--- src/rtl/mtt_pkg.sv ---
package mtt_pkg;
  localparam int unsigned IDX_CTRL  = 0;
  localparam int unsigned IDX_COUNT = 1;
  localparam int unsigned IDX_MCTRL = 2;
  localparam int unsigned IDX_MATCH = 3;
  localparam int unsigned IDX_PRESC = 4;
  localparam int unsigned IDX_STAT  = 5;

  localparam int unsigned CTRL_RUN_BIT = 0;
  localparam int unsigned CTRL_CLR_BIT = 1;
  localparam int unsigned CTRL_DBG_BIT = 2;
  localparam int unsigned MIE_BIT      = 0;
  localparam int unsigned STAT_HIT_BIT = 0;

  typedef struct packed {
    logic dbg;
    logic clr;
    logic run;
  } ctrl_t;
endpackage

--- src/rtl/mtt_regfile.sv ---
module mtt_regfile
  import mtt_pkg::*;
#(
  parameter int ADDR_W = 3,
  parameter int DATA_W = 32,
  parameter int CNT_W  = 32,
  parameter int PRE_W  = 32
) (
  input  logic              clk,
  input  logic              rst,
  input  logic              bus_sel,
  input  logic              bus_wr,
  input  logic [ADDR_W-1:0] bus_addr,
  input  logic [DATA_W-1:0] bus_wdata,
  output logic [DATA_W-1:0] bus_rdata,
  input  logic [CNT_W-1:0]  cnt_val,
  input  logic              stat_val,
  output ctrl_t             ctrl,
  output logic              mie,
  output logic [CNT_W-1:0]  match_val,
  output logic [PRE_W-1:0]  pre_val,
  output logic              stat_clr
);
  logic wr_en, rd_en;
  logic [DATA_W-1:0] rdata_q;

  assign wr_en = bus_sel & bus_wr;
  assign rd_en = bus_sel & ~bus_wr;

  // write-one-to-clear strobe, acts on the same edge as the write
  assign stat_clr = wr_en && (bus_addr == ADDR_W'(IDX_STAT)) && bus_wdata[STAT_HIT_BIT];

  always_ff @(posedge clk) begin
    if (rst) begin
      ctrl      <= '0;
      mie       <= 1'b0;
      match_val <= '0;
      pre_val   <= '0;
    end else if (wr_en) begin
      case (bus_addr)
        ADDR_W'(IDX_CTRL): begin
          ctrl.run <= bus_wdata[CTRL_RUN_BIT];
          ctrl.clr <= bus_wdata[CTRL_CLR_BIT];
          ctrl.dbg <= bus_wdata[CTRL_DBG_BIT];
        end
        ADDR_W'(IDX_MCTRL): mie       <= bus_wdata[MIE_BIT];
        ADDR_W'(IDX_MATCH): match_val <= bus_wdata[CNT_W-1:0];
        ADDR_W'(IDX_PRESC): pre_val   <= bus_wdata[PRE_W-1:0];
        default: ;
      endcase
    end
  end

  always_ff @(posedge clk) begin
    if (rst) begin
      rdata_q <= '0;
    end else if (rd_en) begin
      case (bus_addr)
        ADDR_W'(IDX_CTRL):  rdata_q <= DATA_W'(ctrl);
        ADDR_W'(IDX_COUNT): rdata_q <= DATA_W'(cnt_val);
        ADDR_W'(IDX_MCTRL): rdata_q <= DATA_W'(mie);
        ADDR_W'(IDX_MATCH): rdata_q <= DATA_W'(match_val);
        ADDR_W'(IDX_PRESC): rdata_q <= DATA_W'(pre_val);
        ADDR_W'(IDX_STAT):  rdata_q <= DATA_W'(stat_val);
        default:            rdata_q <= '0;
      endcase
    end
  end

  assign bus_rdata = rdata_q;
endmodule

--- src/rtl/mtt_count.sv ---
module mtt_count #(
  parameter int CNT_W = 32,
  parameter int PRE_W = 32
) (
  input  logic             clk,
  input  logic             rst,
  input  logic             run_en,
  input  logic             clr,
  input  logic             dbg_en,
  input  logic             debug_active,
  input  logic [PRE_W-1:0] pre_match,
  output logic [CNT_W-1:0] cnt_q,
  output logic [CNT_W-1:0] cnt_nxt,
  output logic             adv
);
  logic [PRE_W-1:0] pc_q;
  logic go, pre_wrap;

  assign go       = run_en & ~clr & ~(dbg_en & debug_active);
  // >= so that lowering the ratio mid-period wraps at once
  assign pre_wrap = (pc_q >= pre_match);
  assign adv      = go & pre_wrap;
  assign cnt_nxt  = cnt_q + CNT_W'(1);

  always_ff @(posedge clk) begin
    if (rst || clr) begin
      pc_q  <= '0;
      cnt_q <= '0;
    end else if (go) begin
      if (pre_wrap) begin
        pc_q  <= '0;
        cnt_q <= cnt_nxt;
      end else begin
        pc_q  <= pc_q + PRE_W'(1);
      end
    end
  end
endmodule

--- src/rtl/mtt_match.sv ---
module mtt_match #(
  parameter int CNT_W = 32
) (
  input  logic             clk,
  input  logic             rst,
  input  logic             adv,
  input  logic [CNT_W-1:0] cnt_nxt,
  input  logic [CNT_W-1:0] match_val,
  input  logic             stat_clr,
  input  logic             mie,
  output logic             stat_q,
  output logic             irq_q
);
  logic hit;

  assign hit = adv && (cnt_nxt == match_val);

  always_ff @(posedge clk) begin
    if (rst) begin
      stat_q <= 1'b0;
      irq_q  <= 1'b0;
    end else begin
      if (hit)           stat_q <= 1'b1;
      else if (stat_clr) stat_q <= 1'b0;
      irq_q <= stat_q & mie;
    end
  end
endmodule

--- src/rtl/match_tick_timer.sv ---
module match_tick_timer
  import mtt_pkg::*;
#(
  parameter int ADDR_W = 3,
  parameter int DATA_W = 32,
  parameter int CNT_W  = 32,
  parameter int PRE_W  = 32
) (
  input  logic              clk,
  input  logic              rst,
  input  logic              bus_sel,
  input  logic              bus_wr,
  input  logic [ADDR_W-1:0] bus_addr,
  input  logic [DATA_W-1:0] bus_wdata,
  output logic [DATA_W-1:0] bus_rdata,
  input  logic              debug_active,
  output logic              irq
);
  ctrl_t            ctrl;
  logic             mie, stat_clr, stat_q, adv;
  logic [CNT_W-1:0] match_val, cnt_q, cnt_nxt;
  logic [PRE_W-1:0] pre_val;

  mtt_regfile #(
    .ADDR_W(ADDR_W), .DATA_W(DATA_W), .CNT_W(CNT_W), .PRE_W(PRE_W)
  ) u_regs (
    .clk(clk), .rst(rst),
    .bus_sel(bus_sel), .bus_wr(bus_wr), .bus_addr(bus_addr),
    .bus_wdata(bus_wdata), .bus_rdata(bus_rdata),
    .cnt_val(cnt_q), .stat_val(stat_q),
    .ctrl(ctrl), .mie(mie), .match_val(match_val), .pre_val(pre_val),
    .stat_clr(stat_clr)
  );

  mtt_count #(.CNT_W(CNT_W), .PRE_W(PRE_W)) u_count (
    .clk(clk), .rst(rst),
    .run_en(ctrl.run), .clr(ctrl.clr), .dbg_en(ctrl.dbg),
    .debug_active(debug_active), .pre_match(pre_val),
    .cnt_q(cnt_q), .cnt_nxt(cnt_nxt), .adv(adv)
  );

  mtt_match #(.CNT_W(CNT_W)) u_match (
    .clk(clk), .rst(rst),
    .adv(adv), .cnt_nxt(cnt_nxt), .match_val(match_val),
    .stat_clr(stat_clr), .mie(mie),
    .stat_q(stat_q), .irq_q(irq)
  );
endmodule

--- config.mk ---
export PLATFORM = sky130hd
export DESIGN_NAME = match_tick_timer
export DESIGN_NICKNAME = d
export VERILOG_FILES = /design/src/rtl/mtt_pkg.sv /design/src/rtl/mtt_regfile.sv /design/src/rtl/mtt_count.sv /design/src/rtl/mtt_match.sv /design/src/rtl/match_tick_timer.sv
export SDC_FILE = /design/constraint.sdc
export NUM_CORES = 1
export LEC_CHECK = 0
export ABC_AREA = 0
export BUFFER_PORTS_ARGS = -buffer_cell sky130_fd_sc_hd__buf_2
export CORE_MARGIN = 2
export CORE_UTILIZATION = 42
export DETAILED_ROUTE_END_ITERATION = 7
export MAX_ROUTING_LAYER = met4
export PLACE_DENSITY = 0.56
export SYNTH_ARGS = -nofsm -noshare
export SYNTH_HDL_FRONTEND = slang
export SYNTH_SLANG_ARGS = --single-unit
--- constraint.sdc ---
create_clock -name clk -period 3.1 [get_ports clk]
set_clock_uncertainty 0.05 [all_clocks]
set_input_delay 0.155 -clock clk [delete_from_list [all_inputs] [get_ports clk]]
set_output_delay 0.155 -clock clk [all_outputs]
set_load 0.01 [all_outputs]
After elaboration in Yosys (flattened, before gate mapping)
Cells that the tools add are included.
W data, S select, Z words.

storage, ports and cells
  output and inout bits = 33
  RAM bits = 0
  bits in latches = 0
  logic and storage cells = 45
  bits in registers = 166
  memories = 0
  ROM bits = 0

operators by class
  div/mod/pow operators = 0
  add/sub/neg operators = 2
  equal/unequal tests = 6
  magnitude comparators = 1
  mux-type cells = 4
  reduce and logical (&&, ||, !) cells = 11
  bitwise logic cells = 10
  shift-type cells = 0
  multipliers = 0

operators with widths
  operator                 number
  $pmux W32 S6             1
  $add A32 B1 Y32 const B  2
  $eq A32 B32 Y1           1
  $ge A32 B32 Y1           1
  $mux W32                 1
  $reduce_and A2 Y1        5
  $and A1 B1 Y1            7
  $eq A3 B2 Y1 const B     2
  $eq A3 B3 Y1 const B     2
  $eq A3 B1 Y1 const B     1
  $logic_and A1 B1 Y1      3
  $logic_not A3 Y1         1
  $not A1 Y1               3
  $mux W1                  2
  $reduce_bool A2 Y1       1
  $logic_or A1 B1 Y1       1

Longest topological paths before layout
Gate-level depths: netlist (run 1).

  word-level depth = 6
  depth in mapped cells = 12

Modules after synthesis
A second synthesis (run 1) with hierarchy kept.

unflattened totals
  cell total of the unflattened synthesis = 1149
  area, all modules = 9638.0 um2

modules (own cells, without submodules)
  module       area an instance (um2)  times used  cells an instance
  mtt_count    4703.3                  1           617
  mtt_regfile  4518.1                  1           484
  mtt_match    416.6                   1           48

Worst setup path before layout (run 1)
Ideal clock, no wire load.

  path type = reg-to-reg
  start point = reg u_regs.pre_val[25]
  end point = reg u_count.cnt_q[29]
  library setup time = 0.121 ns
  setup slack = 0.599 ns
  buffers on the path = 1
  data arrival time = 2.330 ns
  period minus slack after synthesis = 2.501 ns
  stages on the path, launching flop included = 12
  path through = dfxtp_1 inv_1 ha_1 a21o_1 a221o_1 a221oi_1 o21ai_0 a21oi_1 buf_2 nor3_1 nand2_1 mux2_2

on the way
  word-level cells in the longest chain between the ends = 2

RTL lines
  item                         RTL line           RTL
  start, declared              mtt_regfile.sv:21  output logic [PRE_W-1:0] pre_val,
  start signal, assigned       mtt_regfile.sv:48  ADDR_W'(IDX_PRESC): pre_val <= bus_wdata[PRE_W-1:0];
  $ge A32 B32 Y1               mtt_count.sv:21    assign pre_wrap = (pc_q >= pre_match);
  $reduce_and A2 Y1 (no line)  n/a
  end signal, assigned         mtt_count.sv:32    cnt_q <= cnt_nxt;
  end, declared                mtt_count.sv:12    output logic [CNT_W-1:0] cnt_q,

Every way passes these cells.
A chain may end at the register's enable or synchronous reset.

Worst setup path in the final report (run 1)
  start point = reg u_regs.pre_val[25]
  end point = reg u_count.cnt_q[15]

Same word-level chain as after synthesis.

==> impl_metrics.yaml, run 1 <==
worst_setup_path:
  worstPathCellList: "inv_1 > ha_1 > a21o_1 > a221o_1 > a221oi_1 > o21ai_1 > a21oi_2 > buf_4 > buf_4 > nor4_1 > xnor2_1 > nor2_1"
  end_kind: "flop"
  startpoint: "u_regs.pre_val[25]$_SDFFE_PP0P_"
  reg2reg_setup_slack_ns: 0.22
  critPathLaunchType: "flop"
  cp.depth: 12
  cp_max_fo: 15
  critPathSlowestCell: "dfxtp_1"
  worstPathArrival_ns: 3.12
  cp_common_cell: "buf_4"
  crit_type: "reg2reg"
  regToRegEndpoint: "u_count.cnt_q[15]$_SDFFE_PP0P_"
  r2r_cells: 12
  cp.required_ns: 3.35
  cp-endpoint: "u_count.cnt_q[15]$_SDFFE_PP0P_"
  max_stage_delay_ns: 0.36
  critPathTopFamily: "compound AO/OA/AOI/OAI gates"
  reg2reg_from: "u_regs.pre_val[25]$_SDFFE_PP0P_"
  crit_buf_inv: 3
synthesis:
  async_reset_ff_share_pct: 0
  synth.largest_area_cell: "dfxtp_1"
  synthTopCellsByCount: "198 x nand2_1, 166 x dfxtp_1, 135 x nor2_1, 79 x a21oi_1, 76 x xnor2_1"
  synth_top_area_share_pct: 36.9
  synth_ff_type: "dfxtp_1"
  syn_avg_cell_area_um2: 7.93
  synth.area.top_cells: "dfxtp_1 37%, nand2_1 8.3%, xnor2_1 7.4%"
  synth-edff-count: 0
  yosysWarnings: 0
  synth_nets: 1209
  syn_area_um2: 9000
  netlist_instances: 1135
  synth_cell_type_count: 59
  synth.most_common_cell: "nand2_1"
  yosysSeqAreaShare_pct: 36.9
  ys_ff_latch: 166
flow_run:
  drv_cap: 0
route:
  drt-pass1-iter-count: 5
  viasPerCell: 5.33
  wl_um: 25900
  drc_errors: 0
  ant_nets: 0
  dr.first_iter.drc_count: 486
  wl_per_cell_um: 17.4
  vias: 7924
clock_network:
  insertion_delay_ns: 0.43
  cts_root_buffer: "clkbuf_16"
  clk_path_buf_depth: 2
  cts_tree: "yes"
  clock-sinks: 166
  clk_pin_slew_ns: 0.07
  htree_levels: 4
  numCtsBuffers: 17
floorplan:
  design.die.area_um2: 22600
  num_io_pins: 73
  die_w_um: 150
  rows: 53
  dieHeight_um: 150
  initial_utilization_pct: 42.8
  design.core.area_um2: 21000
global_route:
  grt_pass1_wl_um: 41500
  antenna_found_initial: 0
  grt_overflow_total: 0
  grt_pass1_vias: 7579
  grt_use_total_pct: 24.4
  grt_start_max_net_pins: 96
layout:
  multi_input_area_um2: 5120
  final_cells: 1488
  final_nets: 1275
  diodes: 0
  area_growth_pct: 16.1
  final_area_um2: 10400
  nFillCells: 2073
  utilization_pct: 49.7
  drive_above_1_share_pct: 12.4
  register_area_um2: 3320
placed_design:
  place.gp.congestion: 0.859
  io_buffers: 72
  place_area_um2: 9470
  dpl.hpwl_um: 18500
  dp_cells: 1422
sta:
  fmax_ghz: 0.348
  finalHoldViolations: 0
  finalSetupTns_ns: 0
  max-slew-margin-rel_pct: 28.7
  worst_slew_pin_slew_ns: 1.07
  grt_setup_unrepaired: "no"
  setup_viol: 0
  fin_crit_sh_pct: 92.8
  drv_slew: 0
  fin_crit_ns: 2.88
pwr:
  power_leakage_nw: 3.91
  vdd_ir_drop_max_mv: 0.374
  p_total_mw: 4.72
  power.density_nw_per_um2: 452
run_status:
  status: "complete, no violations"
min_path:
  hold_path_class: "in2reg"
cell families after synthesis:
logic type	after synthesis	share of synthesized area (%)
AOI/OAI and AO/OA	190	12.6
xor gates and xnor gates	107	10.4
adders and majority gates	34	4.73
buffers and inverters	123	6.36
DFF	166	36.9
muxes	41	4.64
and+or+nand+nor	474	24.3
cell usage in the layout (no fill, tap or decap), drive strengths merged, types with 35 or more instances in the layout:
| cell type | instances |
|---|---|
| xnor2 | 76 |
| nor2 | 136 |
| o21ai | 40 |
| buf | 97 |
| mux2i | 35 |
| a21oi | 79 |
| inv | 39 |
| nand2 | 198 |
| dfxtp | 166 |
area by class of cell:
| type | instances | share of cell area, % |
|---|---|---|
| inverters | 39 | 1.40 |
| clock buffers | 23 | 4.77 |
| multi-input cells | 846 | 49.0 |
| repair buffers | 131 | 8.53 |
| well taps | 275 | 3.29 |
| clock inverters | 8 | 1.15 |
| flip-flops and latches | 166 | 31.8 |
routing by layer:
metal / vias to the layer above / share of wire (%) / wire, um / global-route usage (%)
met3: 36 / 5.1 / 1320 / 4.21
met4: 0 / 2.1 / 536 / 6.75
met1: 3694 / 46 / 11900 / 31.7
met5: - / 0 / 0 / -
met2: 229 / 47 / 12100 / 39.0
li1: 3965 / - / - / -
power breakdown:
| group | total [mW] | internal, mW | switching [mW] |
|---|---|---|---|
| registers | 2.16 | 2.14 | 0.0114 |
| clock network | 2.25 | 1.37 | 0.887 |
| logic | 0.309 | 0.114 | 0.195 |
| total | 4.72 | 3.63 | 1.09 |
sequential cells by signal, indices dropped and copies added (netlist names):
name / cells
u_regs.ctrl: 3
u_regs.bus_rdata: 32
u_match.irq_q: 1
u_match.stat_q: 1
u_count.cnt_q: 32
u_count.pc_q: 32
u_regs.match_val: 32
u_regs.mie: 1
u_regs.pre_val: 32
worst register-to-register path, stage by stage, from the launching register on:
cell and delay [ns]:
dfxtp_1 0.36, inv_1 0.05, ha_1 0.30, a21o_1 0.18
a221o_1 0.32, a221oi_1 0.35, o21ai_1 0.15, a21oi_2 0.28
buf_4 0.18, buf_4 0.21, nor4_1 0.09, xnor2_1 0.16
nor2_1 0.05
worst min path at each step:
stage,startpoint,to,slack (ns),cells past startpoint
5_1_grt,bus_wr,u_regs.ctrl[1]$_SDFFE_PP0P_,0.23,5
6_report,bus_sel,u_regs.match_val[5]$_SDFFE_PP0P_,0.21,5
3_5_place_dp,rst,u_regs.match_val[2]$_SDFFE_PP0P_,0.36,2
3_3_place_gp,rst,u_regs.match_val[1]$_SDFFE_PP0P_,0.36,2
4_1_cts,bus_addr[2],u_match.stat_q$_SDFFE_PP0P_,0.19,4
2_1_floorplan,bus_wdata[10],u_regs.pre_val[10]$_SDFFE_PP0P_,0.24,2
through the flow:
step                hold slack, ns  setup WS, ns
finish                       0.213         0.224
global route                 0.235        0.0330
CTS                          0.188         0.151
detailed placement           0.361         0.193
global placement             0.358         0.232
floorplan                    0.241         0.599
what timing repair did:
action                                  in CTS  in global routing
hold buffers                                34                  0
gates resized for setup                      0                  4
buffers inserted                             0                  1
endpoints found under the setup margin       0                 28
hold endpoints to repair                    68                  0
Power figures use the tool's default switching activity.
==> inputs of run 2 (changes only) <==
CORE_MARGIN = 4   (was 2)
==> run 2 against run 1 <==
Effect of this change:
- final cell count is 0.47% higher
- critical path depth is 1 lower
- fmax is 0.90% lower
- sequential share of layout area about the same
- global-route usage down 1.6 points
- worst hold slack got worse by 0.055 ns
- via count is essentially flat
- wire length is 1.4% higher
- sequential power about the same
- core utilization shrank 0.071 points
- setup slack worse by 0.026 ns
- critical path type unchanged
- critical endpoint is now u_count.cnt_q[8]$_SDFFE_PP0P_
==> impl_metrics.yaml, run 2 (same netlist as run 1, synthesis figures left out) <==
global_route:
  grt_overflow_total: 0
  antenna_found_initial: 0
  grt_pass1_wl_um: 42200
  grt_start_max_net_pins: 96
  grt_use_total_pct: 22.8
  grt_pass1_vias: 7810
sta:
  fin_crit_sh_pct: 93.6
  fmax_ghz: 0.345
  drv_slew: 0
  worst_slew_pin_slew_ns: 1.08
  holdWs_ns: 0.158
  grt_setup_unrepaired: "no"
  finalHoldViolations: 0
  max-slew-margin-rel_pct: 28.3
  fin_crit_ns: 2.90
  finalSetupTns_ns: 0
  setup_viol: 0
min_path:
  hold_path_class: "in2reg"
clock_network:
  cts_root_buffer: "clkbuf_16"
  htree_levels: 4
  insertion_delay_ns: 0.43
  clk_path_buf_depth: 2
  cts_tree: "yes"
  clock-sinks: 166
  numCtsBuffers: 17
  clk_pin_slew_ns: 0.07
worst_setup_path:
  max_stage_delay_ns: 0.37
  crit_buf_inv: 2
  cp.required_ns: 3.36
  cp_max_fo: 19
  critPathLaunchType: "flop"
  critPathTopFamily: "compound AO/OA/AOI/OAI gates"
  crit_type: "reg2reg"
  end_kind: "flop"
  critPathSlowestCell: "a221oi_1"
  worstPathArrival_ns: 3.16
  worstPathCellList: "inv_1 > ha_1 > a21o_1 > a221o_1 > a221oi_1 > o21ai_0 > a21oi_2 > buf_4 > nor4_1 > xnor2_1 > nor2_1"
placed_design:
  dp_cells: 1429
  place.gp.congestion: 0.848
  place_area_um2: 9520
  dpl.hpwl_um: 18900
  io_buffers: 72
layout:
  multi_input_area_um2: 5120
  diodes: 0
  mostFrequentLayoutCell: "nand2_1"
  register_area_um2: 3320
  area_growth_pct: 15.9
  layout_common_cells: "198 x nand2_1, 165 x dfxtp_1, 134 x nor2_1, 77 x a21oi_1, 76 x xnor2_1"
  final_cells: 1495
  final_area_um2: 10400
  final_nets: 1281
  utilization_pct: 49.6
  drive_above_1_share_pct: 12.9
  nFillCells: 2089
floorplan:
  design.die.area_um2: 23800
  rows: 53
  die_w_um: 154
  design.core.area_um2: 21000
  initial_utilization_pct: 42.8
  dieHeight_um: 154
  num_io_pins: 73
route:
  drt-pass1-iter-count: 5
  wl_um: 26300
  ant_nets: 0
  dr.first_iter.drc_count: 451
  drc_errors: 0
  viasPerCell: 5.30
  wl_per_cell_um: 17.6
  vias: 7926
flow_run:
  drv_cap: 0
pwr:
  power_leakage_nw: 3.91
  vdd_ir_drop_max_mv: 0.292
  power.density_nw_per_um2: 432
run_status:
  status: "complete, no violations"
==> run 2: layer usage <==
layer	share of wire (%)	vias up	global-route usage, %
met1	46	3732	29.8
li1	-	3977	-
met3	4.0	35	3.41
met4	2.4	0	6.94
met2	47	182	36.6
met5	0	-	-
==> run 2: timing repair <==
action | in CTS | in global routing
resized for setup | 0 | 2
setup endpoints to repair | 0 | 7
setup buffers | 0 | 0
endpoints found under the hold margin | 66 | 0
hold buffers | 34 | 0
==> run 2: where the power goes <==
| part | switching [mW] | total [mW] | internal [mW] |
|---|---|---|---|
| Combinational | 0.201 | 0.307 | 0.106 |
| Sequential | 0.0115 | 2.16 | 2.14 |
| Clock | 0.943 | 2.04 | 1.10 |
| Total | 1.15 | 4.51 | 3.35 |
==> run 2: cell type report <==
class,instances,share of cell area [%]
well taps,275,3.30
clock buffers,20,4.47
flip-flops and latches,166,31.9
repair buffers,137,8.97
inverters,39,1.40
clock inverters,12,0.912
multi-input cells,846,49.1
==> run 2: metrics by stage <==
| step | setup WS [ns] | total power [mW] |
|---|---|---|
| after floorplan | 0.599 | 2.36 |
| after global placement | 0.184 | 2.47 |
| after detailed placement | 0.220 | 2.47 |
| after CTS | 0.175 | 4.54 |
| after global routing | 0.0189 | 4.66 |
| final | 0.197 | 4.51 |
==> run 2: path summary, 6_finish.rpt <==
| path | start | to | slack [ns] | cells past startpoint |
|---|---|---|---|---|
| worst max-delay path | u_regs.pre_val[25]$_SDFFE_PP0P_ | u_count.cnt_q[8]$_SDFFE_PP0P_ | 0.20 | 11 |
| worst min-delay path | bus_wr | u_regs.pre_val[4]$_SDFFE_PP0P_ | 0.16 | 4 |
| worst max register to register | u_regs.pre_val[25]$_SDFFE_PP0P_ | u_count.cnt_q[8]$_SDFFE_PP0P_ | 0.20 | 11 |
| worst min register to register | u_regs.pre_val[20]$_SDFFE_PP0P_ | u_regs.pre_val[20]$_SDFFE_PP0P_ | 0.42 | 2 |
==> run 2: tightest hold or removal path: cells and delay by family <==
kind,cells,cell delay [ns]
buffers and inverters,1,0.12
AOI/OAI and AO/OA,1,0.05
and+or+nand+nor,2,0.27
==> inputs of run 3 (changes only) <==
CAP_MARGIN = 20   (was not set)
PLACE_DENSITY = 0.59   (was 0.56)
clock period = 2.55 ns   (was 3.1 ns; I/O delays follow)
==> run 3 against run 2 <==
Effect of this change:
- critical path depth decreased by 3
- setup slack got worse by 0.14 ns
- first-iteration DRC count increased by 12%
- sequential share of layout area decreased by 2.4 points
==> impl_metrics.yaml, run 3 (same netlist as run 1, synthesis figures left out) <==
run_status:
  status: "complete, no violations"
floorplan:
  num_io_pins: 73
  design.die.area_um2: 23800
  initial_utilization_pct: 42.8
  dieHeight_um: 154
  design.core.area_um2: 21000
  die_w_um: 154
  rows: 53
worst_setup_path:
  crit_type: "reg2reg"
  critPathLaunchType: "flop"
  cp_max_fo: 3
  end_kind: "flop"
  cp.required_ns: 2.83
  worstPathArrival_ns: 2.78
route:
  drt-pass1-iter-count: 5
  dr.first_iter.drc_count: 505
  ant_nets: 0
  vias: 8293
  wl_per_cell_um: 17.4
  drc_errors: 0
  wl_um: 27100
  viasPerCell: 5.31
clock_network:
  clock-sinks: 166
  clk_pin_slew_ns: 0.07
  insertion_delay_ns: 0.43
  clk_path_buf_depth: 2
  numCtsBuffers: 17
  htree_levels: 4
  cts_tree: "yes"
  cts_root_buffer: "clkbuf_16"
layout:
  nFillCells: 2005
  diodes: 0
  drive_above_1_share_pct: 21.4
  area_growth_pct: 26.2
  mostFrequentLayoutCell: "nand2_1"
  layout_common_cells: "198 x nand2_1, 153 x dfxtp_1, 133 x nor2_1, 90 x buf_4"
  final_cells: 1562
  final_nets: 1348
min_path:
  hold_path_class: "in2reg"
placed_design:
  io_buffers: 72
  place.gp.congestion: 0.916
  dp_cells: 1490
  dpl.hpwl_um: 19300
sta:
  setup_viol: 0
  drv_slew: 0
  holdWs_ns: 0.195
  finalHoldViolations: 0
  finalSetupTns_ns: 0
  fin_crit_sh_pct: 97.8
  grt_setup_unrepaired: "yes"
  worst_slew_pin_slew_ns: 0.922
  fin_crit_ns: 2.49
  max-slew-margin-rel_pct: 38.5
  fmax_ghz: 0.401
global_route:
  grt_overflow_total: 0
  grt_pass1_wl_um: 42300
  grt_start_max_net_pins: 85
  grt_pass1_vias: 7920
  grt_use_total_pct: 22.9
  antenna_found_initial: 0
pwr:
  vdd_ir_drop_max_mv: 0.386
  power.density_nw_per_um2: 487
  power_leakage_nw: 4.37
flow_run:
  drv_cap: 0
run 3: metrics by stage:
stage	utilization, %	area, um^2	power [mW]	setup slack [ns]
after global routing	54.0	11400	5.74	-0.0883
after detailed placement	47.8	10000	3.04	-0.0839
final	54.0	11400	5.53	0.0563
after floorplan	-	9000	2.87	0.0493
after CTS	52.4	11000	5.49	-0.00283
after global placement	47.8	10000	3.04	-0.0455
run 3: power by group:
| group | switching [mW] | internal [mW] | leakage (nW) |
|---|---|---|---|
| registers | 0.0125 | 2.61 | 1.34 |
| logic | 0.296 | 0.211 | 2.77 |
| clock network | 1.13 | 1.28 | 0.260 |
run 3: cell type report:
cell class	instances	area [um^2]	share of cell area [%]
tap	275	344	3.03
sequential	166	3340	29.4
multi-input combinational	846	5430	47.9
timing repair buffer	204	1550	13.6
inverter	39	146	1.29
clock inverter	13	98.8	0.871
clock buffer	19	443	3.90
run 3: final timing paths:
| path | depth (start not counted) | slack [ns] | end | start |
|---|---|---|---|---|
| setup reg to reg | 8 | 0.06 | u_match.stat_q$_SDFFE_PP0P_ | u_count.cnt_q[6]$_SDFFE_PP0P_ |
| hold reg to reg | 2 | 0.41 | u_regs.pre_val[13]$_SDFFE_PP0P_ | u_regs.pre_val[13]$_SDFFE_PP0P_ |
| setup / recovery | 8 | 0.06 | u_match.stat_q$_SDFFE_PP0P_ | u_count.cnt_q[6]$_SDFFE_PP0P_ |
| hold / removal | 4 | 0.20 | u_regs.mie$_SDFFE_PP0P_ | bus_addr[2] |
run 3: metal layers:
| metal | global-route usage (%) | part of all wire [%] | up-vias |
|---|---|---|---|
| li1 | - | - | 4123 |
| met1 | 29.3 | 45 | 3911 |
| met2 | 37.8 | 48 | 228 |
| met3 | 3.89 | 4.9 | 31 |
| met4 | 5.89 | 2.0 | 0 |
| met5 | - | 0 | - |
run 3: critical path, cell delays in order, from the launching register on:
cell and delay, ns:
dfxtp_1 0.39, nand4_4 0.12, or4_4 0.57, nor2_2 0.12, nand3_2 0.09, or3_1 0.35
a21oi_1 0.29, nand4b_1 0.16, o31ai_1 0.26
run 3: repair_timing:
action | 4_1_cts | 5_1_grt
pin swaps | 4 | 26
cloned | 0 | 3
resized for setup | 16 | 53
hold buffers | 33 | 0
endpoints found under the hold margin | 80 | 0
setup buffers | 1 | 3
setup endpoints to repair | 38 | 64
